### src/rtl/smb_ptr_pkg.sv
package smb_ptr_pkg;

  typedef struct packed {
    logic shiftIn;
    logic loadPtr;
    logic writeReg;
    logic loadTx;
    logic shiftTx;
    logic ackDrive;
    logic txDrive;
  } dpCtl_t;

  typedef enum logic [1:0] {K_ADDR, K_PTR, K_DATA, K_EXTRA} rxKind_t;
  typedef enum logic [1:0] {S_IDLE, S_RX, S_TX, S_DONE} phase_t;

endpackage

### src/rtl/smb_ptr_ctrl.sv
module smb_ptr_ctrl
  import smb_ptr_pkg::*;
(
  input  logic   clk,
  input  logic   rstN,
  input  logic   sclIn,
  input  logic   sdaIn,
  input  logic   addrMatch,
  input  logic   rwBit,
  output dpCtl_t ctl
);

  logic    sclQ, sdaQ;
  phase_t  state;
  rxKind_t kind;
  logic [3:0] bitCnt;
  logic    ackDrive, txDrive, isRead;

  logic sclRise, sclFall, startDet, stopDet;
  logic byteEnd, ackEnd;

  assign sclRise  = sclIn & ~sclQ;
  assign sclFall  = ~sclIn & sclQ;
  assign startDet = sclIn & sclQ & sdaQ & ~sdaIn;
  assign stopDet  = sclIn & sclQ & ~sdaQ & sdaIn;

  assign byteEnd = (state == S_RX) && sclFall && (bitCnt == 4'd8);
  assign ackEnd  = (state == S_RX) && sclFall && (bitCnt == 4'd9);

  always_comb begin
    ctl          = '0;
    ctl.shiftIn  = (state == S_RX) && sclRise && (bitCnt < 4'd8);
    ctl.loadPtr  = byteEnd && (kind == K_PTR);
    ctl.writeReg = byteEnd && (kind == K_DATA);
    ctl.loadTx   = ackEnd && (kind == K_ADDR) && isRead;
    ctl.shiftTx  = (state == S_TX) && sclFall && (bitCnt >= 4'd1) && (bitCnt <= 4'd7);
    ctl.ackDrive = ackDrive;
    ctl.txDrive  = txDrive;
  end

  always_ff @(posedge clk) begin
    if (!rstN) begin
      sclQ     <= 1'b1;
      sdaQ     <= 1'b1;
      state    <= S_IDLE;
      kind     <= K_ADDR;
      bitCnt   <= '0;
      ackDrive <= 1'b0;
      txDrive  <= 1'b0;
      isRead   <= 1'b0;
    end else begin
      sclQ <= sclIn;
      sdaQ <= sdaIn;
      if (startDet) begin
        state    <= S_RX;
        kind     <= K_ADDR;
        bitCnt   <= '0;
        ackDrive <= 1'b0;
        txDrive  <= 1'b0;
      end else if (stopDet) begin
        state    <= S_IDLE;
        ackDrive <= 1'b0;
        txDrive  <= 1'b0;
      end else begin
        case (state)
          S_RX: begin
            if (sclRise && bitCnt != 4'd9) bitCnt <= bitCnt + 4'd1;
            if (byteEnd) begin
              if (kind == K_ADDR && !addrMatch) begin
                state <= S_DONE;
              end else begin
                ackDrive <= (kind != K_EXTRA);
                if (kind == K_ADDR) isRead <= rwBit;
              end
            end
            if (ackEnd) begin
              ackDrive <= 1'b0;
              bitCnt   <= '0;
              if (kind == K_ADDR && isRead) begin
                state   <= S_TX;
                txDrive <= 1'b1;
              end else begin
                case (kind)
                  K_ADDR:  kind <= K_PTR;
                  K_PTR:   kind <= K_DATA;
                  default: kind <= K_EXTRA;
                endcase
              end
            end
          end
          S_TX: begin
            if (sclRise) bitCnt <= bitCnt + 4'd1;
            if (sclFall && bitCnt == 4'd8) begin
              txDrive <= 1'b0;
              state   <= S_DONE;
            end
          end
          default: ;
        endcase
      end
    end
  end

  AST_STOP_RELEASE: assert property (@(posedge clk) disable iff (!rstN)
    stopDet |=> (!ackDrive && !txDrive));

  AST_DONE_SILENT: assert property (@(posedge clk) disable iff (!rstN)
    (state == S_DONE) |-> (!ackDrive && !txDrive));

  AST_NO_EXTRA_ACK: assert property (@(posedge clk) disable iff (!rstN)
    (state == S_RX && kind == K_EXTRA) |-> !ackDrive);

endmodule

### src/rtl/smb_ptr_dp.sv
module smb_ptr_dp
  import smb_ptr_pkg::*;
#(
  parameter int         NUM_REGS  = 8,
  parameter logic [6:0] BASE_ADDR = 7'h2C,
  parameter int         SEL_W     = 2
) (
  input  logic             clk,
  input  logic             rstN,
  input  logic             sdaIn,
  input  logic [SEL_W-1:0] addrSel,
  input  dpCtl_t           ctl,
  output logic             addrMatch,
  output logic             rwBit,
  output logic             sdaOe
);

  localparam int         PTR_W      = (NUM_REGS > 1) ? $clog2(NUM_REGS) : 1;
  localparam logic [7:0] NUM_REGS_B = 8'(NUM_REGS);

  logic [7:0]                rxByte;
  logic [7:0]                txShift;
  logic [7:0]                ptr;
  logic [NUM_REGS-1:0][7:0]  regs;
  logic [SEL_W-1:0]          selQ;
  logic                      selTaken;
  logic [7:0]                readVal;

  assign addrMatch = (rxByte[7:1] == {BASE_ADDR[6:SEL_W], selQ});
  assign rwBit     = rxByte[0];
  assign readVal   = (ptr < NUM_REGS_B) ? regs[ptr[PTR_W-1:0]] : 8'h00;
  assign sdaOe     = ctl.ackDrive | (ctl.txDrive & ~txShift[7]);

  always_ff @(posedge clk) begin
    if (!rstN) begin
      selQ     <= '0;
      selTaken <= 1'b0;
    end else if (!selTaken) begin
      selQ     <= addrSel;
      selTaken <= 1'b1;
    end
  end

  always_ff @(posedge clk) begin
    if (!rstN) begin
      rxByte  <= '0;
      txShift <= 8'hFF;
      ptr     <= '0;
    end else begin
      if (ctl.shiftIn) rxByte <= {rxByte[6:0], sdaIn};
      if (ctl.loadPtr) ptr <= rxByte;
      if (ctl.loadTx)       txShift <= readVal;
      else if (ctl.shiftTx) txShift <= {txShift[6:0], 1'b1};
    end
  end

  always_ff @(posedge clk) begin
    for (int i = 0; i < NUM_REGS; i++) begin
      if (!rstN)                              regs[i] <= 8'hA0 + 8'(i);
      else if (ctl.writeReg && ptr == 8'(i))  regs[i] <= rxByte;
    end
  end

  AST_ONE_STROBE: assert property (@(posedge clk) disable iff (!rstN)
    $onehot0({ctl.loadPtr, ctl.writeReg, ctl.loadTx}));

  AST_REGS_HOLD: assert property (@(posedge clk) disable iff (!rstN)
    !ctl.writeReg |=> $stable(regs));

  AST_PTR_HOLD: assert property (@(posedge clk) disable iff (!rstN)
    !ctl.loadPtr |=> $stable(ptr));

endmodule

### src/rtl/smb_ptr_slave.sv
module smb_ptr_slave
  import smb_ptr_pkg::*;
#(
  parameter int         NUM_REGS  = 8,
  parameter logic [6:0] BASE_ADDR = 7'h2C,
  parameter int         SEL_W     = 2
) (
  input  logic             clk,
  input  logic             rstN,
  input  logic             sclIn,
  input  logic             sdaIn,
  input  logic [SEL_W-1:0] addrSel,
  output logic             sdaOe
);

  dpCtl_t ctl;
  logic   addrMatch, rwBit;

  smb_ptr_ctrl u_ctrl (
    .clk(clk), .rstN(rstN), .sclIn(sclIn), .sdaIn(sdaIn),
    .addrMatch(addrMatch), .rwBit(rwBit), .ctl(ctl)
  );

  smb_ptr_dp #(.NUM_REGS(NUM_REGS), .BASE_ADDR(BASE_ADDR), .SEL_W(SEL_W)) u_dp (
    .clk(clk), .rstN(rstN), .sdaIn(sdaIn), .addrSel(addrSel), .ctl(ctl),
    .addrMatch(addrMatch), .rwBit(rwBit), .sdaOe(sdaOe)
  );

  AST_DRIVE_SCL_LOW: assert property (@(posedge clk) disable iff (!rstN)
    (sclIn && $past(sclIn)) |-> $stable(sdaOe));

endmodule

### config.mk
export PLATFORM = sky130hd
export DESIGN_NAME = smb_ptr_slave
export DESIGN_NICKNAME = d
export VERILOG_FILES = /design/src/rtl/smb_ptr_pkg.sv /design/src/rtl/smb_ptr_ctrl.sv /design/src/rtl/smb_ptr_dp.sv /design/src/rtl/smb_ptr_slave.sv
export SDC_FILE = /design/constraint.sdc
export NUM_CORES = 1
export LEC_CHECK = 0
export ABC_CLOCK_PERIOD_IN_PS = 3250
export CAP_MARGIN = 40
export CELL_PAD_IN_SITES_DETAIL_PLACEMENT = 1
export CELL_PAD_IN_SITES_GLOBAL_PLACEMENT = 1
export CORE_MARGIN = 3
export CORE_UTILIZATION = 40
export DETAILED_ROUTE_END_ITERATION = 8
export PLACE_DENSITY = 0.72
export SYNTH_ARGS = -nofsm -noshare
export SYNTH_HDL_FRONTEND = slang
export SYNTH_SLANG_ARGS = --single-unit
### constraint.sdc
create_clock -name clk -period 3.25 [get_ports clk]
set_clock_uncertainty 0.15 [all_clocks]
set_input_delay 0.65 -clock clk [delete_from_list [all_inputs] [get_ports clk]]
set_output_delay 0.65 -clock clk [all_outputs]
set_load 0.02 [all_outputs]
Yosys cells after proc, flatten, opt, wreduce, memory -nomap -nowiden
Cells that the tools add are included.
Widths: inputs -> output; s select.
Word-level totals
  flip-flop bits (word level): 104
  output and inout port bits: 1
Cells by class
  add/subtract/negate cells: 1
  $lt $le $gt $ge: 5
  equality and inequality tests: 23
  muxes and demuxes: 26
  bitwise operators: 19
  reduce and logical (&&, ||, !) cells: 40
Operator list (number)
  $eq 8x3->1 const B: 4
  $mux 8: 4
  $bmux 8 s3: 1
  $logic_and 1x1->1: 24
  $eq 8x2->1 const B: 2
  $mux 4: 3
  $reduce_and 4->1: 3
  $mux 2: 5
  $not 1->1: 10
  $mux 1: 9
  $and 1x1->1: 8
  $eq 4x4->1 const B: 2
  $eq 8x1->1 const B: 1
  $logic_not 8->1: 1
  $lt 8x4->1 const B: 1
  $pmux 2 s2: 2
  $pmux 4 s2: 1
  $eq 7x6->1: 1
  $ne 2x1->1 const B: 3
  $ne 2x2->1 const B: 3
  $reduce_and 6->1: 1
  $reduce_bool 2->1: 3
  $add 4x1->4 const B: 1
  $eq 2x1->1 const B: 2
  other kinds (17): 19

Logic depth before layout (Yosys ltp)
Gate-level depths: netlist of run 1.
  word-level depth: 10
  depth in mapped cells: 7
  depth with buffers taken out: 6

By module
Synthesis of run 1 repeated with hierarchy kept, for this count alone.
Unflattened totals
  cell total of the unflattened synthesis: 487
  area total of the unflattened synthesis: 5069.9 um^2
By module, submodules not included
  smb_ptr_dp: times used 1, cells an instance 375, area an instance 4107.7 um^2
  smb_ptr_ctrl: times used 1, cells an instance 112, area an instance 962.2 um^2

Worst setup path before layout of run 1
Ideal clock, no wire load.
  kind: input to register
  start point: in sclIn
  end point: reg u_ctrl.txDrive
  setup time: 130 ps
  arrival: 1760 ps
  required time: 2970 ps
  path slack: 1210 ps
  stages on the path: 5
  path buffers: 1
  cell sequence: and4bb_1 nand4_1 buf_2 a2111oi_0 nor3_1
Between the ends
  word-level cells in the longest chain between the ends: 6
RTL lines
  start: declaration: RTL line smb_ptr_slave.sv:10  | input logic sclIn,
  $not 1->1: RTL line smb_ptr_ctrl.sv:23  | assign sclFall = ~sclIn & sclQ;
  $and 1x1->1: RTL line smb_ptr_ctrl.sv:23
  $logic_and 1x1->1 (2 in series): RTL line smb_ptr_ctrl.sv:28  | assign ackEnd = (state == S_RX) && sclFall && (bitCnt == 4'd9);
  $ne 2x1->1 (no source line)
  $reduce_and 4->1 (no source line)
  end signal: assignment: RTL line smb_ptr_ctrl.sv:49  | txDrive <= 1'b0;
  end signal: assignment: RTL line smb_ptr_ctrl.sv:59  | txDrive <= 1'b0;
  end signal: assignment: RTL line smb_ptr_ctrl.sv:63  | txDrive <= 1'b0;
  end: declaration: RTL line smb_ptr_ctrl.sv:17  | logic ackDrive, txDrive, isRead;
Parallel ways exist; a longest one is shown, timed or not.
A chain may end at the register's enable or synchronous reset.

Final worst setup path of run 1
  start point: in sclIn
  end point: reg u_dp.ptr[4]
Between the ends
  word-level cells in the longest chain between the ends: 5
RTL lines
  $not 1->1: RTL line smb_ptr_ctrl.sv:23
  $and 1x1->1: RTL line smb_ptr_ctrl.sv:23
  $logic_and 1x1->1 (2 in series): RTL line smb_ptr_ctrl.sv:27  | assign byteEnd = (state == S_RX) && sclFall && (bitCnt == 4'd8);
  $logic_and 1x1->1: RTL line smb_ptr_ctrl.sv:33  | ctl.loadPtr = byteEnd && (kind == K_PTR);
  end signal: assignment: RTL line smb_ptr_dp.sv:51  | if (ctl.loadPtr) ptr <= rxByte;
  end: declaration: RTL line smb_ptr_dp.sv:23  | logic [7:0] ptr;
No other way between the ends.

==> impl_metrics.toml, run 1 <==
[flow_run]
max_cap_viol_count = 0

[critical_path]
max_stage_delay_ns = 0.56
critical_path_cell_by_cell = "clkdlybuf4s50_1 -> and4bb_1 -> and3_1 -> and3b_1 -> mux2i_1"
timing.critical_path.to_type = "flop"
timing.setup.critical_path_class = "in2reg"
critPathSlowestCell = "and3b_1"
reg2reg_depth = 6
worstSetupStartpointType = "input pin"
critical_path_arrival_ns = 2.63
timing.critical_path.fanout_max = 11
required_ns = 3.38

[clock_tree]
post_cts_resized = 0
tritoncts.num_buffers = 9
post_cts_buffers = 0
cts.reportedPaths.clkPinSlew_ns = 0.07
h-tree-depth = 3
clock_insertion_delay_worst_skew_ns = 0.35
cts_hold_buf = 0
cts_buffer_depth = 2
clk_root_buffer_cell = "clkbuf_16"
cts_tree = "built"
clock-sinks = 104

[global_routing]
grt_pass1_wl_mm = 19.9
antenna_violations_before_repair = 0
via_count_of_the_first_global_routing_pass = 3790
grt_max_degree = 46
grt.total_usage = 0.193
grt_remaining_overflow = 0

[drt]
first_pass_iters = 4
dr.first_iter.drc_count = 154
detail_route.wl_per_cell_um = 18.9
route.detailed.vias_per_inst = 5.65
route.antenna.remaining_nets = 0
drc = 0
post_detailed_routing_wire_length_mm = 11.8
detailroute.via_count = 3515

[power]
power.share.sequential = 0.531
power.share.clock = 0.434
p_leak_uw = 0.00223
power_per_cell_area_nw_per_um2 = 456
power.share.combinational = 0.035
peakVddDrop_uv = 416
swShare = 0.234
total_switching_power_uw = 567
power.internal_uw = 1850

[logic_synthesis]
synth_edf_count = 0
ys.warnings.count = 0
netlist_instances = 469
synth.ff_latch_count = 104
synthesized_area_per_cell_sq_um = 10.3
synth_top_flop_cell = "dfxtp_1"
synth_nets = 481
synthDistinctLibCells = 52
ys_seq_area_frac = 0.432
synth-async-reset-ratio = 0
synth_area_sq_um = 4820

[floorplan]
fp-row-count = 39
effective_utilization_at_floorplan = 0.415
dieArea_sq_um = 13400
die_w_um = 116
dieHeight_um = 116
core_area_sq_um = 11600
design.portCount = 7

[layout]
num-fill-cells = 1287
ff_latch_area_sq_um = 2080
layout.cells.most_common = "dfxtp_1"
net_count_of_the_finished_layout = 486
multi_input_area_sq_um = 2560
finish.instance_area_sq_um = 5310
layout_common_cells = "dfxtp_1, mux2i_1, nand2_1"
growth_of_design_area_from_synthesis_to_finish_pct = 10.2
drive_above_1_share = 0.115
num_antenna_cells = 0

[hold_path]
hp-class = "reg2reg"
worstHoldPathCells = 2

[sta]
post-route-period-util = 0.771
fmax_ghz = 0.399
max_slew_violation_total_from_the_final_report = 0
layout_min_cycle_time_ns = 2.51
hold_slack_ns = 0.312
worst_slack_ns = 0.745
rsz0062_at_grt = "no"
setup_viol = 0
hold_viol_final = 0
tns_ns = 0
worst_slew_pin_slew_ns = 0.759
max_slew_margin = 0.493

[placement]
post-dp-hpwl_mm = 8.27
dpl_worst_slack_ns = 0.369
place_area_sq_um = 5030
gp_congestion = 0.846
placement.io_buffers = 6

[run_status]
outcome = "finished, final reports clean"
## power by group through the flow
stage          combinational, uW  clock (uW)  sequential [uW]
4_1_cts                     85.7        1080             1280
6_report                    85.0        1050             1280
3_5_place_dp                84.7           0             1310
5_1_grt                     93.9        1140             1290
2_1_floorplan               56.3           0             1310
3_3_place_gp                83.0           0             1310
## flip-flops by register name, summed over array words and instances (netlist names), 2 cells and up
register and count:
u_dp.regs 64, u_dp.ptr 8, u_dp.rxByte 8, u_dp.txShift 8
u_ctrl.bitCnt 4, u_ctrl.kind 2, u_ctrl.state 2, u_dp.selQ 2
## worst max-delay path, delay by kind of cell
family / cells / cell delay (ns)
buffers and inverters: 1 / 0.41
multiplexers: 1 / 0.24
AND/OR/NAND/NOR: 3 / 1.33
## per-stage QoR
stage	std cells	utilization	total power (uW)
4_1_cts	622	0.457	2450
2_1_floorplan	469	-	1370
3_3_place_gp	605	0.432	1400
5_1_grt	622	0.457	2510
3_5_place_dp	606	0.433	1400
6_report	622	0.457	2420
## path summary, 6_finish.rpt
check | from | endpoint | slack, ns
setup / recovery | sclIn | u_dp.ptr[4]$_SDFFE_PN0P_ | 0.74
hold / removal | u_dp.regs[26]$_SDFFE_PN0P_ | u_dp.regs[26]$_SDFFE_PN0P_ | 0.31
setup reg to reg | u_ctrl.bitCnt[1]$_SDFFE_PP0P_ | u_dp.txShift[7]$_SDFFE_PN1P_ | 0.91
hold reg to reg | u_dp.regs[26]$_SDFFE_PN0P_ | u_dp.regs[26]$_SDFFE_PN0P_ | 0.31
## area by class of cell
type                    instances  area share
flip-flops and latches        104       0.392
repair buffers                 20      0.0316
clock buffers                  11      0.0457
well taps                     143      0.0337
multi-input cells             328       0.482
inverters                      11     0.00778
clock inverters                 5     0.00684
## metal layers
layer / GRT usage / vias to the layer above / part of all wire
li1: - / 1689 / -
met2: 0.332 / 36 / 0.50
met1: 0.238 / 1775 / 0.46
met4: 0.0611 / 0 / 0.011
met3: 0.0491 / 15 / 0.032
met5: 0 / - / 0
## synth_stat cells, types with 3 or more instances
| cell type | number | area (sq um) |
|---|---|---|
| a211oi_1 | 4 | 30.0 |
| a21oi_1 | 5 | 25.0 |
| buf_2 | 10 | 50.1 |
| buf_6 | 4 | 45.0 |
| clkbuf_1 | 11 | 41.3 |
| dfxtp_1 | 104 | 2080 |
| ha_1 | 6 | 75.1 |
| inv_1 | 10 | 37.5 |
| mux2i_1 | 94 | 941 |
| mux4_2 | 16 | 360 |
| nand2_1 | 57 | 214 |
| nand2b_1 | 4 | 25.0 |
| nand3_1 | 9 | 45.0 |
| nand4_1 | 3 | 18.8 |
| nand4_2 | 3 | 37.5 |
| nand4b_1 | 6 | 52.6 |
| nor2_1 | 53 | 199 |
| nor2b_1 | 3 | 18.8 |
| nor3_1 | 8 | 40.0 |
| o21a_1 | 8 | 60.1 |
| o21ai_0 | 4 | 20.0 |
| o32a_1 | 6 | 60.1 |
| xnor2_1 | 3 | 26.3 |
## logic make-up (layout without fill, tap and decap cells)
kind of cell	count (synthesis)	after routing	share of synthesized area
multiplexers	110	110	0.270
flip-flops	104	104	0.432
buffers and inverters	37	47	0.0377
adder cells (fa/ha/maj)	6	6	0.0156
XOR/XNOR	3	3	0.00546
AO/OA/AOI/OAI	41	41	0.0642
AND/OR/NAND/NOR	168	168	0.175
Note: power is estimated with default switching activity, not from simulation.
==> run 2: changes to the inputs <==
Settings changed: ABC_CLOCK_PERIOD_IN_PS 3250 to 2320.
Clock period 3.25 ns to 2.32 ns, I/O delays scaled along.
==> run 2 against run 1 <==
Against the previous run: clock power is 50% higher; combinational power up 51%; flip-flop and latch count unchanged; utilization rose by 2.2 points; routed wire length is 5.5% higher; via count increased by 2.9%; non-clock buffer count is 17 higher; die area unchanged; worst setup slack lost 0.53 ns; clock-buffer cell count unchanged; critical path type is now reg2reg; largest cell class unchanged; largest power group unchanged; highest routed layer unchanged.
==> impl_metrics.toml, run 2 (same netlist as run 1, synthesis figures left out) <==
[drt]
first_pass_iters = 4
dr.first_iter.drc_count = 107
detail_route.wl_per_cell_um = 19.5
post_detailed_routing_wire_length_mm = 12.4
detailroute.wirelength.met3_um = 331
met1Wirelength_mm = 5.46
route.met2.wl_mm = 6.47
route.antenna.remaining_nets = 0
top_routing_layer_in_use = "met4"
detailroute.via_count = 3616
drc = 0
route.detailed.vias_per_inst = 5.66

[critical_path]
worstSetupStartpointType = "flop"
required_ns = 2.39
critical_path_cell_by_cell = "inv_1 -> ha_1 -> and2_1 -> nand4_1 -> a2111oi_0 -> nor3_1"
timing.critical_path.to_type = "flop"
critPathSlowestCell = "a2111oi_0"
ff2ff_setup_slack_ns = 0.22
critical_path_arrival_ns = 2.17
worstReg2RegStart = "u_ctrl.state[1]$_SDFFE_PP0P_"
reg2reg_depth = 6
max_stage_delay_ns = 0.57
timing.critical_path.fanout_max = 9
critical_path.reg2reg.endpoint = "u_ctrl.txDrive$_SDFFE_PP0P_"
timing.setup.critical_path_class = "reg2reg"

[placement]
gp_congestion = 0.841
post-dp-hpwl_mm = 8.57
placement.io_buffers = 6

[sta]
worst_slew_pin_slew_ns = 0.523
hold_viol_final = 0
layout_min_cycle_time_ns = 2.10
post-route-period-util = 0.907
fmax_ghz = 0.475
setup_viol = 0
rsz0062_at_grt = "no"
max_slew_margin = 0.642
max_slew_violation_total_from_the_final_report = 0
hold_slack_ns = 0.308

[clock_tree]
tritoncts.num_buffers = 9
h-tree-depth = 3
post_cts_resized = 0
cts_buffer_depth = 2
clk_root_buffer_cell = "clkbuf_16"
cts_hold_buf = 0
clock_insertion_delay_worst_skew_ns = 0.35
cts.reportedPaths.clkPinSlew_ns = 0.07
post_cts_buffers = 0
cts_tree = "built"
clock-sinks = 104

[global_routing]
grt_max_degree = 50
grt.total_usage = 0.203
grt_pass1_wl_mm = 20.9
grt_remaining_overflow = 0
via_count_of_the_first_global_routing_pass = 3953
antenna_violations_before_repair = 0

[layout]
drive_above_1_share = 0.145
layout.cells.most_common = "dfxtp_1"
postLayoutCoreUtil = 0.479
num_antenna_cells = 0
growth_of_design_area_from_synthesis_to_finish_pct = 15.6
max_reg_flops = 64
net_count_of_the_finished_layout = 503
registers.top_by_ff_count = "u_dp.regs"
layout_common_cells = "dfxtp_1, mux2i_1, nand2_1"

[hold_path]
min_from = "u_dp.ptr[6]$_SDFFE_PN0P_"
hold_end = "u_dp.ptr[6]$_SDFFE_PN0P_"
hp-class = "reg2reg"
worstHoldPathCells = 2

[power]
power_per_cell_area_nw_per_um2 = 629
peakVddDrop_uv = 730
total_power_uw = 3500
p_leak_uw = 0.00236

[floorplan]
effective_utilization_at_floorplan = 0.415
dieArea_sq_um = 13400
core_area_sq_um = 11600
dieHeight_um = 116
fp-row-count = 39
design.portCount = 7
die_w_um = 116

[run_status]
outcome = "finished, final reports clean"

[flow_run]
max_cap_viol_count = 0
## run 2: metal layers
metal	vias to the layer above	track usage
met3	16	0.0423
met1	1837	0.243
met4	0	0.0557
met2	39	0.369
li1	1724	-
met5	-	0
## run 2: how the worst max path moves through the flow
| stage | startpoint | endpoint | slack [ns] |
|---|---|---|---|
| 6_report | u_ctrl.state[1]$_SDFFE_PP0P_ | u_ctrl.txDrive$_SDFFE_PP0P_ | 0.22 |
| 5_1_grt | u_ctrl.state[1]$_SDFFE_PP0P_ | u_ctrl.txDrive$_SDFFE_PP0P_ | 0.07 |
| 4_1_cts | sclIn | u_dp.ptr[1]$_SDFFE_PN0P_ | 0.21 |
| 3_5_place_dp | sclIn | u_dp.ptr[1]$_SDFFE_PN0P_ | -0.14 |
| 3_3_place_gp | sclIn | u_dp.txShift[3]$_SDFFE_PN1P_ | -0.04 |
| 2_1_floorplan | u_ctrl.state[1]$_SDFFE_PP0P_ | u_ctrl.txDrive$_SDFFE_PP0P_ | 0.45 |
## run 2: report_power, final
group / switching [uW] / internal [uW]
logic: 80.7 / 47.4
registers: 8.68 / 1790
clock network: 697 / 877
## run 2: metrics by stage
step	instances	worst slack (ns)	instance area [sq um]	setup TNS, ns
final	639	0.217	5570	0
after global routing	639	0.0672	5570	0
after CTS	639	0.214	5570	0
after detailed placement	623	-0.143	5260	-2.92
after global placement	623	-0.0364	5260	-0.695
after floorplan	469	0.449	4820	0
## run 2: final cells by class
type / count / area [sq um]
repair buffers: 37 / 400
multi-input cells: 328 / 2560
fillers: 1264 / 6050
clock buffers: 11 / 243
flip-flops and latches: 104 / 2080
inverters: 11 / 41.3
clock inverters: 5 / 62.6
well taps: 143 / 179
## run 2: worst max-delay path, delay by kind of cell (launching register included)
family          cells  cell delay (ns)
simple gates        3             0.51
fa+ha+maj           1             0.32
compound gates      1             0.57
flops               1             0.33
buf+inv             1             0.09
